[src/rtl/irq_thr_pkg.sv]
package irq_thr_pkg;

    // One throttle unit expressed in picoseconds.
    localparam int unsigned UNIT_PS = 256000;

    // Core cycles per throttle unit, never below one.
    function automatic int unsigned unit_div(input int unsigned period_ps);
        int unsigned d;
        d = (period_ps == 0) ? 1 : UNIT_PS / period_ps;
        return (d == 0) ? 1 : d;
    endfunction

    // Width of a counter that must hold values 0 .. n-1.
    function automatic int unsigned cnt_width(input int unsigned n);
        return (n > 1) ? $clog2(n) : 1;
    endfunction

    // Controller state: pending requests are encoded in the state itself.
    typedef enum logic [1:0] {
        THR_IDLE  = 2'd0,  // counter expired, nothing pending
        THR_HOLD  = 2'd1,  // counting, nothing pending
        THR_ARMED = 2'd2   // counting, at least one request merged
    } thr_state_e;

    // Status the hold-off counter reports to the controller.
    typedef struct packed {
        logic idle;      // remaining count is zero
        logic expiring;  // zero now, or reaches zero at this edge
    } hold_status_t;

endpackage

[src/rtl/thr_prescaler.sv]
module thr_prescaler #(
    parameter int unsigned DIV = 64
) (
    input  logic clk,
    input  logic rst,
    input  logic restart,
    output logic tick
);
    import irq_thr_pkg::*;

    localparam int unsigned CW = cnt_width(DIV);
    localparam logic [CW-1:0] LAST = CW'(DIV - 1);

    logic [CW-1:0] phase_q;

    always_ff @(posedge clk) begin
        if (rst) begin
            phase_q <= '0;
        end else if (restart || phase_q == LAST) begin
            phase_q <= '0;
        end else begin
            phase_q <= phase_q + 1'b1;
        end
    end

    assign tick = (phase_q == LAST);

endmodule

[src/rtl/thr_holdoff.sv]
module thr_holdoff
    import irq_thr_pkg::*;
#(
    parameter int unsigned IVL_W = 16
) (
    input  logic             clk,
    input  logic             rst,
    input  logic             load,
    input  logic [IVL_W-1:0] load_val,
    input  logic             tick,
    output hold_status_t     status,
    output logic [IVL_W-1:0] remaining
);
    localparam logic [IVL_W-1:0] ONE = IVL_W'(1);

    logic [IVL_W-1:0] rem_q;

    always_ff @(posedge clk) begin
        if (rst) begin
            rem_q <= '0;
        end else if (load) begin
            rem_q <= load_val;
        end else if (tick && rem_q != '0) begin
            rem_q <= rem_q - ONE;
        end
    end

    always_comb begin
        status.idle     = (rem_q == '0);
        status.expiring = status.idle || (rem_q == ONE && tick);
    end

    assign remaining = rem_q;

endmodule

[src/rtl/thr_ctrl.sv]
module thr_ctrl
    import irq_thr_pkg::*;
(
    input  logic         clk,
    input  logic         rst,
    input  logic         req,
    input  hold_status_t status,
    input  logic         load_zero,
    output logic         fire,
    output logic         irq,
    output thr_state_e   state
);
    thr_state_e state_q, state_d;
    logic       pending;

    assign pending = (state_q == THR_ARMED);
    assign fire    = status.expiring && (req || pending);

    always_comb begin
        state_d = state_q;
        if (fire) begin
            state_d = load_zero ? THR_IDLE : THR_HOLD;
        end else begin
            unique case (state_q)
                THR_IDLE:  state_d = THR_IDLE;
                THR_HOLD: begin
                    if (status.expiring) state_d = THR_IDLE;
                    else if (req)        state_d = THR_ARMED;
                end
                THR_ARMED: state_d = THR_ARMED;
                default:   state_d = THR_IDLE;
            endcase
        end
    end

    always_ff @(posedge clk) begin
        if (rst) begin
            state_q <= THR_IDLE;
            irq     <= 1'b0;
        end else begin
            state_q <= state_d;
            irq     <= fire;
        end
    end

    assign state = state_q;

endmodule

[src/rtl/irq_throttle.sv]
module irq_throttle
    import irq_thr_pkg::*;
#(
    parameter int unsigned CLK_PERIOD_PS = 4000,
    parameter int unsigned IVL_W         = 16
) (
    input  logic             clk,
    input  logic             rst,
    input  logic             ivl_wr_en,
    input  logic [IVL_W-1:0] ivl_wr_data,
    input  logic             req_in,
    output logic             tick_o,
    output logic             irq_o
);
    localparam int unsigned DIV = unit_div(CLK_PERIOD_PS);

    logic [IVL_W-1:0] ivl_q;
    logic [IVL_W-1:0] remaining;
    hold_status_t     hold_st;
    thr_state_e       state;
    logic             fire;

    // Interval register: sampled by the counter only when it reloads.
    always_ff @(posedge clk) begin
        if (rst) begin
            ivl_q <= '0;
        end else if (ivl_wr_en) begin
            ivl_q <= ivl_wr_data;
        end
    end

    thr_prescaler #(.DIV(DIV)) u_presc (
        .clk     (clk),
        .rst     (rst),
        .restart (fire),
        .tick    (tick_o)
    );

    thr_holdoff #(.IVL_W(IVL_W)) u_hold (
        .clk       (clk),
        .rst       (rst),
        .load      (fire),
        .load_val  (ivl_q),
        .tick      (tick_o),
        .status    (hold_st),
        .remaining (remaining)
    );

    thr_ctrl u_ctrl (
        .clk       (clk),
        .rst       (rst),
        .req       (req_in),
        .status    (hold_st),
        .load_zero (ivl_q == '0),
        .fire      (fire),
        .irq       (irq_o),
        .state     (state)
    );

endmodule

[config.mk]
export PLATFORM = sky130hd
export DESIGN_NAME = irq_throttle
export DESIGN_NICKNAME = d
export VERILOG_FILES = /design/src/rtl/irq_thr_pkg.sv /design/src/rtl/thr_prescaler.sv /design/src/rtl/thr_holdoff.sv /design/src/rtl/thr_ctrl.sv /design/src/rtl/irq_throttle.sv
export SDC_FILE = /design/constraint.sdc
export NUM_CORES = 1
export LEC_CHECK = 0
export ABC_AREA = 1
export ABC_CLOCK_PERIOD_IN_PS = 2400
export BUFFER_PORTS_ARGS = -buffer_cell sky130_fd_sc_hd__clkbuf_2
export CAP_MARGIN = 20
export CORE_UTILIZATION = 48
export DETAILED_ROUTE_END_ITERATION = 10
export GPL_ROUTABILITY_DRIVEN = 0
export HOLD_SLACK_MARGIN = 0.02
export PLACE_DENSITY = 0.67
export SYNTH_ARGS = -nofsm -noshare
export SYNTH_HDL_FRONTEND = slang
export SYNTH_SLANG_ARGS = --single-unit
[constraint.sdc]
create_clock -name clk -period 2.4 [get_ports clk]
set_clock_uncertainty 0.1 [all_clocks]
set_input_delay 0.12 -clock clk [delete_from_list [all_inputs] [get_ports clk]]
set_output_delay 0.12 -clock clk [all_outputs]
set_load 0.02 [all_outputs]
==> key figures, run 1 <==
Status
  • Outcome: finished, final reports clean

Pwr
  • Proportion of power drawn by the clock network: 18.3%
  • Sequential cell fraction of total power: 27.9%
  • Share of total power consumed by net switching: 47.5%
  • Total leakage power: 1.35 nW
  • Power density relative to cell area: 1140 nW/um^2
  • VDD IR-drop max: 482 uV
  • Switching pwr: 1.50 mW
  • Internal power consumption: 1.66 mW
  • Relative contribution of combinational cells to total power: 53.7%

Worst setup path
  • Ordered cell list for the critical path: inv_1, ha_1, or2_2, nand3_4, nand2_1, inv_2, nand2_1, a21oi_1
  • Worst flop-to-flop path startpoint: u_ctrl.state[0]
  • Delay contributed by the slowest stage of the critical path: 0.45 ns
  • First element of the critical path: u_ctrl.state[0]
  • CP Max Fanout: 24
  • Crit path top cell by count: nand2_1
  • Critical path start-end classification: reg2reg
  • Buf/Inv on CP: 2
  • Kind of start point of the critical path: flip-flop
  • Family of cells with the greatest summed delay on the critical path: simple AND/OR/NAND/NOR gates
  • Cell at the slowest stage of the critical path: or2_2
  • Worst Reg-to-Reg Cells: 8
  • Worst Path Arrival: 2.22 ns
  • Critical R2R Capture: u_hold.remaining[7]
  • Register-to-register setup slack: 0.31 ns
  • Required time at the endpoint of the critical path: 2.53 ns
  • Type of element capturing the critical path: flip-flop

Timing
  • Relative slew slack: 58.6%
  • Clock period minus worst slack: 2.09 ns
  • Unrepaired setup endpoints after global routing: no
  • Pin slew with the least headroom to its limit: 0.621 ns
  • Post-route worst hold slack: 0.0386 ns
  • Max Slew Vio Count: 0
  • Final worst path period share: 87.0%
  • Upper clock frequency limit: 0.479 GHz
  • Final Setup Violations: 0
  • Setup total negative slack: 0 ns
  • Count of endpoints failing hold in the final timing report: 0

Logic synthesis
  • Summed instance area of the synthesized netlist: 2370 sq um
  • Seq/Total Area, Yosys: 34.6%
  • Library cells used by synthesis: 30
  • Share of async-settable or async-resettable flops after synthesis: 0%
  • Library cell occupying the most area in the post-synthesis netlist: dfxtp_1
  • Post-synthesis average cell area: 6.59 sq um
  • Cell count after synthesis: 360
  • Mapped Nets: 386
  • Share of the synthesized area in the top cell type: 34.6%
  • Flip-flop and latch count after synthesis: 41
  • Synth warn: 0
  • Post-synth EDFFs: 0
  • Leading register cell type out of synthesis: dfxtp_1
  • Largest cells by area after synthesis: dfxtp_1 (35%), nor2_1 (12%), nand2_1 (12%), nand3_1 (7.0%), inv_1 (4.9%)

Cells and area
  • Antenna diode instance count: 0
  • Area growth, synth to finish: 16.8%
  • Final layout net count: 419
  • Commonest non-fill, non-tap cells in the layout: nor2_1 (77), nand2_1 (75), dfxtp_1 (41), nand3_1 (33), inv_1 (31)
  • Most common cell after layout, fill and taps aside: nor2_1
  • Ratio of cells with drive above 1 in the final layout: 13.2%

GRT
  • Vias in the first global route: 2173
  • Number of antenna violations at the first check in global routing: 0
  • Largest net degree at the start of global routing: 25
  • First-pass GRT wire length: 9510 microns
  • Met2 track demand over resource in global routing: 38.8%
  • Met3 track demand over resource in global routing: 4.44%
  • Global-route congestion overflow total: 0
  • Global route hottest layer: met2
  • Global-route track usage on met1: 30.5%
  • Overall track demand over capacity in global routing: 23.3%

CTS
  • H-Tree Depth: 2
  • Clock Pin Slew Worst Setup and Hold Paths: 0.09 ns
  • Clock latency at the later pin of the worst-skew pair: 0.30 ns
  • Number of clock buffers inserted by TritonCTS: 5
  • Maximum count of clock buffers along a single path: 2
  • CTS tree: built
  • CTS root buffer: clkbuf_8
  • Post-CTS Setup Repair Bufs: 0
  • Num Clock Sinks: 41

Worst hold path
  • Count of cells along the worst hold path: 4
  • Classification of the worst-slack hold path: in2reg
  • Startpoint of the lowest-slack hold path: req_in
  • Capture endpoint of the worst hold path: u_ctrl.state[0]

Job
  • Number of max-cap violations: 0

Drt
  • Post-route DRC: 0
  • Per-cell via count in the routed design: 5.00
  • Vias post-DR: 2306
  • Antenna-violating nets left: 0
  • Number of DRC violations after detailed-routing iteration 0: 156
  • Wirelength per Cell: 12.0 microns
  • Total wirelength of the detailed-routed design: 5540 microns
  • Length of the first detailed-routing pass in iterations: 4

Die
  • Die Footprint: 5220 sq um
  • Floorplan die height: 72.3 microns
  • Die Width: 72.3 microns
  • Area of the placeable core: 4720 sq um
  • Total number of placement rows: 25
  • IO Count: 22
  • Starting Density: 50.2%

Placed design
  • Port Buf Inserts: 21
  • Half-perimeter wire length of the detailed placement result: 3780 microns
## synth_stat cells (4+ instances only)
cell type	number
clkbuf_1	5
xnor2_1	4
nor4_1	4
nand2_1	75
ha_1	6
nand4_1	13
nor2_1	77
a21oi_1	12
nand3_1	33
inv_1	31
dfxtp_1	41
o21ai_0	19
nand2_2	5
nor2_2	5
## flip-flops by register name, summed over array words and instances, names as in the netlist
register	cells
u_ctrl.irq	1
u_ctrl.state	2
ivl_q	16
u_hold.remaining	16
u_presc.phase_q	6
## layout make-up
cell class	instances	area, sq um
inverter	35	131
fill	433	1950
sequential	41	821
timing repair buffer	37	265
clock buffer	5	68.8
tap	67	83.8
clock inverter	3	43.8
multi-input combinational	273	1360
## routing by layer
layer	up-vias	routed length [microns]
met5	-	0
met4	0	82
met3	10	189
met2	46	2580
met1	1033	2690
li1	1217	-
## logic make-up (layout without fill, tap and decap cells)
kind of cell | after synthesis | after routing | share of synthesized area, %
AO/OA/AOI/OAI | 33 | 33 | 7.55
adder cells (fa/ha/maj) | 6 | 6 | 3.17
flip-flops | 41 | 41 | 34.6
AND/OR/NAND/NOR | 228 | 228 | 44.3
buffers and inverters | 46 | 80 | 8.18
XOR/XNOR | 6 | 6 | 2.22
## power groups by stage
stage / combinational (mW) / clock [mW] / sequential [mW]
2_1_floorplan: 1.41 / 0 / 0.883
3_3_place_gp: 1.64 / 0 / 0.894
3_5_place_dp: 1.66 / 0 / 0.899
4_1_cts: 1.70 / 0.588 / 0.882
5_1_grt: 1.94 / 0.619 / 0.900
6_report: 1.70 / 0.580 / 0.883
## what timing repair did
| action | in CTS | in global routing |
|---|---|---|
| hold endpoints to repair | 16 | 0 |
| gates resized for setup | 0 | 0 |
| hold buffers | 16 | 0 |
## worst min-delay path: stages
cell and delay [ns]:
clkbuf_2 0.10, nor3_1 0.07, nand3_1 0.06, nand2_1 0.04
## through the flow
stage	utilization, %	cells	cell area [sq um]	power, mW	setup WS, ns
finish	58.6	461	2770	3.16	0.313
global route	58.6	461	2770	3.46	0.118
CTS	58.6	461	2770	3.17	0.294
detailed placement	52.9	437	2500	2.56	0.340
global placement	52.9	437	2500	2.54	0.413
floorplan	-	360	2370	2.30	0.625
## worst max path at each step
stage                     depth (start not counted)             endpoint
after floorplan                                  11  u_hold.remaining[3]
after global placement                            8  u_hold.remaining[7]
after detailed placement                         10  u_hold.remaining[2]
after CTS                                         8  u_hold.remaining[7]
after global routing                             10  u_hold.remaining[3]
final                                             8  u_hold.remaining[7]
Note: power is estimated with default switching activity, not from simulation.
==> inputs of run 2 (changes only) <==
- ABC_CLOCK_PERIOD_IN_PS: 2400 -> 2000
- clock period: 2.4 -> 2 ns (I/O delays scaled with it)
==> key figures, run 2 (same netlist as run 1, synthesis figures left out) <==
Pwr
  • VDD IR-drop max: 726 uV (was 482 uV)
  • Proportion of power drawn by the clock network: 16.8% (was 18.3%)
  • Internal power consumption: 2.23 mW (was 1.66 mW)
  • Relative contribution of combinational cells to total power: 57.1% (was 53.7%)
  • Switching pwr: 1.84 mW (was 1.50 mW)
  • Total leakage power: 1.44 nW (was 1.35 nW)
  • Share of total power consumed by net switching: 45.2% (was 47.5%)
  • Final total power: 4.07 mW (was 3.16 mW)
  • Power density relative to cell area: 1400 nW/um^2 (was 1140 nW/um^2)
  • Sequential cell fraction of total power: 26.2% (was 27.9%)

Drt
  • Length of the first detailed-routing pass in iterations: 4 (unchanged)
  • Vias post-DR: 2338 (was 2306)
  • Antenna-violating nets left: 0 (unchanged)
  • Per-cell via count in the routed design: 4.88 (was 5.00)
  • Total wirelength of the detailed-routed design: 5630 microns (was 5540 microns)
  • Wirelength per Cell: 11.7 microns (was 12.0 microns)
  • Number of DRC violations after detailed-routing iteration 0: 94 (was 156)
  • Post-route DRC: 0 (unchanged)

CTS
  • Num Clock Sinks: 41 (unchanged)
  • Number of clock buffers inserted by TritonCTS: 5 (unchanged)
  • Count of instances resized after the clock tree is built: 0 (unchanged)
  • Clock Pin Slew Worst Setup and Hold Paths: 0.09 ns (about the same)
  • H-Tree Depth: 2 (unchanged)
  • CTS tree: built (unchanged)
  • Maximum count of clock buffers along a single path: 2 (unchanged)
  • CTS root buffer: clkbuf_8 (unchanged)
  • Clock latency at the later pin of the worst-skew pair: 0.30 ns (about the same)

Cells and area
  • Commonest non-fill, non-tap cells in the layout: nor2_1 (77), nand2_1 (75), dfxtp_1 (41), nand3_1 (33), inv_1 (31) (unchanged)
  • Most common cell after layout, fill and taps aside: nor2_1 (unchanged)
  • Area growth, synth to finish: 23.1% (was 16.8%)
  • Ratio of cells with drive above 1 in the final layout: 16.5% (was 13.2%)
  • Antenna diode instance count: 0 (unchanged)
  • Final layout net count: 437 (was 419)

Status
  • Outcome: finished, final reports clean (unchanged)

Placed design
  • Port Buf Inserts: 21 (unchanged)
  • Half-perimeter wire length of the detailed placement result: 4010 microns (was 3780 microns)

Worst setup path
  • CP Max Fanout: 10 (was 24)
  • WP depth: 11 (was 8)
  • Ordered cell list for the critical path: inv_1, ha_1, nand2_1, nor2_2, nand2_2, nand2_4, nand3_4, nand2_1, inv_2, a21oi_1, nor2_1 (was inv_1, ha_1, or2_2, nand3_4, nand2_1, inv_2, nand2_1, a21oi_1)
  • First element of the critical path: u_hold.remaining[1] (was u_ctrl.state[0])
  • Critical R2R Capture: u_hold.remaining[0] (was u_hold.remaining[7])
  • Family of cells with the greatest summed delay on the critical path: simple AND/OR/NAND/NOR gates (unchanged)
  • Register-to-register setup slack: 0.15 ns (was 0.31 ns)
  • Delay contributed by the slowest stage of the critical path: 0.33 ns (was 0.45 ns)
  • Kind of start point of the critical path: flip-flop (unchanged)
  • Worst flop-to-flop path startpoint: u_hold.remaining[1] (was u_ctrl.state[0])
  • Cell at the slowest stage of the critical path: dfxtp_1 (was or2_2)
  • Buf/Inv on CP: 2 (unchanged)
  • Critical path start-end classification: reg2reg (unchanged)
  • Crit path top cell by count: nand2_1 (unchanged)
  • Worst Path Arrival: 1.96 ns (was 2.22 ns)
  • Capture point of the critical path: u_hold.remaining[0] (was u_hold.remaining[7])
  • Worst Reg-to-Reg Cells: 11 (was 8)
  • Type of element capturing the critical path: flip-flop (unchanged)
  • Required time at the endpoint of the critical path: 2.10 ns (was 2.53 ns)

GRT
  • Global-route congestion overflow total: 0 (unchanged)
  • First-pass GRT wire length: 9540 microns (was 9510 microns)
  • Overall track demand over capacity in global routing: 23.4% (was 23.3%)
  • Largest net degree at the start of global routing: 18 (was 25)
  • Vias in the first global route: 2126 (was 2173)
  • Number of antenna violations at the first check in global routing: 0 (unchanged)

Timing
  • Count of endpoints failing hold in the final timing report: 0 (unchanged)
  • Final worst path period share: 92.6% (was 87.0%)
  • Clock period minus worst slack: 1.85 ns (was 2.09 ns)
  • Relative slew slack: 69.7% (was 58.6%)
  • Upper clock frequency limit: 0.540 GHz (was 0.479 GHz)
  • Unrepaired setup endpoints after global routing: no (unchanged)
  • Pin slew with the least headroom to its limit: 0.453 ns (was 0.621 ns)
  • Setup total negative slack: 0 ns (unchanged)
  • Post-route worst hold slack: 0.0675 ns (was 0.0386 ns)
  • Max Slew Vio Count: 0 (unchanged)
  • Final Setup Violations: 0 (unchanged)

Die
  • Floorplan die height: 72.3 microns (unchanged)
  • Starting Density: 50.2% (unchanged)
  • Total number of placement rows: 25 (unchanged)
  • Die Width: 72.3 microns (unchanged)
  • Area of the placeable core: 4720 sq um (unchanged)
  • IO Count: 22 (unchanged)
  • Die Footprint: 5220 sq um (unchanged)

Job
  • Number of max-cap violations: 0 (unchanged)

Worst hold path
  • Classification of the worst-slack hold path: in2reg (unchanged)
## run 2: timing repair
item                       in CTS  in global routing
buffers inserted                0                  7
hold buffers                   17                  0
hold endpoints to repair       17                  0
setup endpoints to repair       0                 23
## run 2: layout make-up
cell class	instances	area [sq um]
timing repair buffer	55	415
tap	67	83.8
clock inverter	2	38.8
fill	431	1800
inverter	35	131
sequential	41	821
multi-input combinational	273	1360
clock buffer	6	72.6
## run 2: worst min path at each step
| stage | to | cells past startpoint | start |
|---|---|---|---|
| CTS | u_hold.remaining[4] | 3 | rst |
| detailed placement | ivl_q[3] | 3 | ivl_wr_data[3] |
| finish | u_hold.remaining[7] | 3 | rst |
| global route | u_hold.remaining[7] | 3 | rst |
| global placement | ivl_q[7] | 3 | ivl_wr_data[7] |
| floorplan | u_ctrl.irq | 1 | rst |
## run 2: layer usage
| metal | GRT usage, % | share of wire (%) | routed length, microns |
|---|---|---|---|
| met5 | 0 | 0 | 0 |
| met4 | 6.75 | 1.2 | 66 |
| met3 | 4.86 | 3.5 | 195 |
| met2 | 37.3 | 46 | 2570 |
| met1 | 32.1 | 50 | 2790 |
## run 2: power groups by stage
stage          logic [mW]  clock network, mW  registers, mW
2_1_floorplan        1.69                  0           1.06
3_3_place_gp         2.06                  0           1.08
3_5_place_dp         2.10                  0           1.08
4_1_cts              2.14              0.695           1.06
5_1_grt              2.61              0.726           1.08
6_report             2.32              0.683           1.07
## run 2: per-stage QoR
step | util, % | setup slack, ns | area (sq um) | instances
after floorplan | - | 0.225 | 2370 | 360
after global placement | 54.7 | 0.118 | 2580 | 447
after detailed placement | 54.7 | 0.0781 | 2580 | 447
after CTS | 60.7 | 0.0498 | 2870 | 472
after global routing | 61.8 | 0.00376 | 2920 | 479
final | 61.8 | 0.147 | 2920 | 479
## run 2: worst min-delay path: stages
cell and delay, ns:
clkbuf_2 0.09, buf_4 0.19, a21oi_1 0.05
